File: src/rtl/pod_pkg.sv
package pod_pkg;

    typedef logic [1:0] pair_t;

    localparam pair_t PAIR_IDLE = 2'b00;
    localparam pair_t PAIR_ARM  = 2'b01;
    localparam pair_t PAIR_FIRE = 2'b11;

    typedef struct packed {
        pair_t cur;
        pair_t prev;
    } hist_t;

    function automatic logic pair_differs(input pair_t a, input pair_t b);
        return a != b;
    endfunction

    function automatic logic is_match(input hist_t h);
        return (h.cur == PAIR_FIRE) && (h.prev == PAIR_ARM);
    endfunction

endpackage

File: src/rtl/pod_sampler.sv
module pod_sampler
    import pod_pkg::*;
(
    input  logic  clk,
    input  logic  rst,
    input  logic  x1,
    input  logic  x2,
    output pair_t cur_pair,
    output logic  changed
);
    pair_t sample_d;
    pair_t cur_q;

    assign sample_d = {x1, x2};

    always_ff @(posedge clk) begin
        if (rst) cur_q <= PAIR_IDLE;
        else     cur_q <= sample_d;
    end

    assign cur_pair = cur_q;
    assign changed  = pair_differs(sample_d, cur_q);
endmodule

File: src/rtl/pod_history.sv
module pod_history
    import pod_pkg::*;
(
    input  logic  clk,
    input  logic  rst,
    input  pair_t cur_pair,
    input  logic  changed,
    output pair_t prev_pair
);
    pair_t prev_q;

    always_ff @(posedge clk) begin
        if (rst)          prev_q <= PAIR_IDLE;
        else if (changed) prev_q <= cur_pair;
    end

    assign prev_pair = prev_q;
endmodule

File: src/rtl/pod_match.sv
module pod_match
    import pod_pkg::*;
(
    input  pair_t cur_pair,
    input  pair_t prev_pair,
    output logic  hit
);
    hist_t h;

    always_comb begin
        h.cur  = cur_pair;
        h.prev = prev_pair;
        hit    = is_match(h);
    end
endmodule

File: src/rtl/pair_order_detector.sv
module pair_order_detector
    import pod_pkg::*;
(
    input  logic clk,
    input  logic rst,
    input  logic x1,
    input  logic x2,
    output logic z
);
    pair_t cur_pair;
    pair_t prev_pair;
    logic  changed;

    pod_sampler u_sampler (
        .clk      (clk),
        .rst      (rst),
        .x1       (x1),
        .x2       (x2),
        .cur_pair (cur_pair),
        .changed  (changed)
    );

    pod_history u_history (
        .clk       (clk),
        .rst       (rst),
        .cur_pair  (cur_pair),
        .changed   (changed),
        .prev_pair (prev_pair)
    );

    pod_match u_match (
        .cur_pair  (cur_pair),
        .prev_pair (prev_pair),
        .hit       (z)
    );
endmodule

File: config.mk
export PLATFORM = sky130hd
export DESIGN_NAME = pair_order_detector
export DESIGN_NICKNAME = d
export VERILOG_FILES = /design/src/rtl/pod_pkg.sv /design/src/rtl/pod_sampler.sv /design/src/rtl/pod_history.sv /design/src/rtl/pod_match.sv /design/src/rtl/pair_order_detector.sv
export SDC_FILE = /design/constraint.sdc
export NUM_CORES = 1
export LEC_CHECK = 0
export ABC_AREA = 1
export ABC_CLOCK_PERIOD_IN_PS = 800
export BUFFER_PORTS_ARGS = -buffer_cell sky130_fd_sc_hd__buf_2
export CAP_MARGIN = 20
export CELL_PAD_IN_SITES_DETAIL_PLACEMENT = 0
export CELL_PAD_IN_SITES_GLOBAL_PLACEMENT = 1
export CORE_AREA = 2 2 39 41
export DETAILED_ROUTE_END_ITERATION = 10
export DIE_AREA = 0 0 41 43
export PLACE_DENSITY_LB_ADDON = 0.1
export SLEW_MARGIN = 20
export SYNTH_ARGS = -nofsm -noshare
export SYNTH_HDL_FRONTEND = slang
export SYNTH_SLANG_ARGS = --single-unit
File: constraint.sdc
create_clock -name clk -period 0.8 [get_ports clk]
set_input_delay 0.08 -clock clk [delete_from_list [all_inputs] [get_ports clk]]
set_output_delay 0.08 -clock clk [all_outputs]
set_load 0.005 [all_outputs]
==> flow_summary.yaml <==
run_status:
  status: "finished with violations"
  violations: "negative setup slack"
sta:
  setup-tns-final_ps: -456
  hold_violations: 0
  finalSetupViolCount: 3
  fmax_ghz: 0.943
  setup_ws_ps: -260
  rsz0062_at_grt: "yes"
  slew_headroom: 0.874
  skew_ps: 1.91
  fin_crit_ps: 1060
  drv_slew: 0
  worst_slew_pin_slew_ps: 188
  min_period_over_period: 1.33
drt:
  ant_nets: 0
  viasPerCell: 3.70
  firstDrtPassIters: 1
  drcViolationCount: 0
  avgRoutedWirePerCell_um: 8.60
  drtIter0Drc: 0
  drt-total-wl_um: 516
  via_count: 222
setup_path:
  ff2ff_setup_slack_ps: -100
  reg2reg_from: "u_sampler.cur_pair[0]"
  r2r-end: "u_history.prev_pair[1]"
  critical-path-max-stage-delay_ps: 330
  critPathLaunchType: "flop"
  slowest_stage: "dfxtp_2"
  worstPathCellList: "inv_2 -> nor4_2 -> buf_2"
  worst_ep_required_time_ps: 720
  crit_path_end_kind: "output pin"
  path_max_fanout: 2
  r2r.worst_path.cells: 7
  worstSetupPathType: "reg2out"
  arrival_ps: 980
die:
  core-area_mm2: 0.00138
  start_util: 0.146
  die_area_mm2: 0.00176
  dieWidth_um: 41
  die_h_um: 43
  rows: 14
  io_pins: 5
yosys:
  synth_area_um2: 201
  ys_seq_area_frac: 0.398
  synth_top_area_share: 0.398
  synthesis.nets: 37
  synth_top_area_cell: "dfxtp_1"
  synthCells: 33
  synthTopCellsByArea: "dfxtp_1 40%, nand2_1 20%, inv_1 11%, nor2_1 11%, nand3_1 5.0%"
  ys_seq_elements: 4
  ys_warn_count: 0
  postSynthAreaPerCell_um2: 6.10
  ys_types: 9
clock_tree:
  cts-htree-levels: 1
  cts.sinks: 4
  root_buffer: "clkbuf_4"
  clockBufferDepth: 2
  path_clk_slew_ps: 40
  numCtsBuffers: 3
  clk_latency_ps: 230
  cts_tree: "done"
  hold_buffers: 0
placement:
  dp_worst_setup_slack_ps: -119
  dp_hpwl_um: 377
  placed_area_um2: 256
  io_buffers: 4
  gp_congestion: 0.659
grt:
  grt_pass1_wl_um: 855
  overflow: 0
  met3_usage: 0.0314
  grt_max_degree: 5
  grt_use_total: 0.0771
  grt.busiest_layer: "met2"
  use_met2: 0.0938
  antenna_found_initial: 0
  grt_pass1_vias: 238
  use_met1: 0.0924
hold_path:
  hold_path.class: "in2reg"
  holdPathStages: 2
  min_to: "u_sampler.cur_pair[1]"
  worstHoldStart: "rst"
power:
  total_power_uw: 579
  p_per_area_mw_per_mm2: 1840
  peakVddDrop_mv: 0.471
  leakagePower_uw: 0.000162
cells_and_area:
  diodes: 0
  drive_above_1_share: 0.432
  fillerInstances: 157
  syn2layout_area_growth_pct: 56.5
  layout.nets: 50
  fin_area_um2: 315
job:
  drv_cap: 0
state kept, by name (all words and copies together) (netlist names):
register	count
u_history.prev_pair	2
u_sampler.cur_pair	2
critical path, delay by kind of cell, from the launching register on:
kind | cells | cell delay (ps)
flip-flops | 1 | 330
AND/OR/NAND/NOR | 1 | 230
buffers and inverters | 2 | 190
report_power, final:
part           internal (µW)  switching [µW]
clock network            168            85.8
logic                   45.5            54.6
registers                216            9.01
kinds of logic after synthesis:
group | after synthesis | share of synthesized area
xor gates and xnor gates | 1 | 0.0435
buffers and inverters | 7 | 0.130
DFF | 4 | 0.398
and+or+nand+nor | 21 | 0.429
cell usage in the layout, fill, tap and decap left out, types with 2 or more instances in the layout:
cell type and instances:
nand3_1 2, nand2_1 8, clkbuf_4 3, dfxtp_1 2, nand2_2 3, buf_4 4
dfxtp_2 2, inv_1 6, nor2_1 6, buf_2 4
worst max-delay path by stage:
stage,slack [ps],depth (start not counted),startpoint,end
global route,-350,3,u_sampler.cur_pair[0],z
CTS,-270,3,u_sampler.cur_pair[0],z
detailed placement,-120,3,u_sampler.cur_pair[1],z
global placement,-100,3,u_sampler.cur_pair[1],z
finish,-260,3,u_sampler.cur_pair[0],z
floorplan,5,2,u_sampler.cur_pair[1],z
cells in the mapped netlist, drive strengths merged:
cell type,instances
nor4,1
inv,7
nand3,2
nor2,7
nand2,11
dfxtp,4
xnor2,1
through the flow:
stage / hold slack [ps] / util / instances
2_1_floorplan: 152 / - / 33
3_3_place_gp: 283 / 0.185 / 55
3_5_place_dp: 281 / 0.185 / 55
4_1_cts: 31.4 / 0.216 / 60
5_1_grt: 42.5 / 0.228 / 60
6_report: 36.9 / 0.228 / 60
area by class of cell:
cell class | instances | area, µm² | area share
Timing Repair Buffer | 8 | 50.0 | 0.159
Clock buffer | 3 | 22.5 | 0.0714
Multi-Input combinational cell | 22 | 114 | 0.361
Inverter | 7 | 26.3 | 0.0833
Sequential cell | 4 | 82.6 | 0.262
Tap cell | 16 | 20.0 | 0.0635
metal layers:
layer / share of wire / vias to the layer above
met5: 0 / -
met4: 0.0078 / 0
met3: 0.058 / 2
met2: 0.45 / 4
met1: 0.48 / 98
li1: - / 118
repair_timing:
item	4_1_cts	5_1_grt
pin swaps	4	2
endpoints found under the setup margin	3	3
setup buffers	2	0
gates resized for setup	3	4
(Power assumes the default switching activity.)
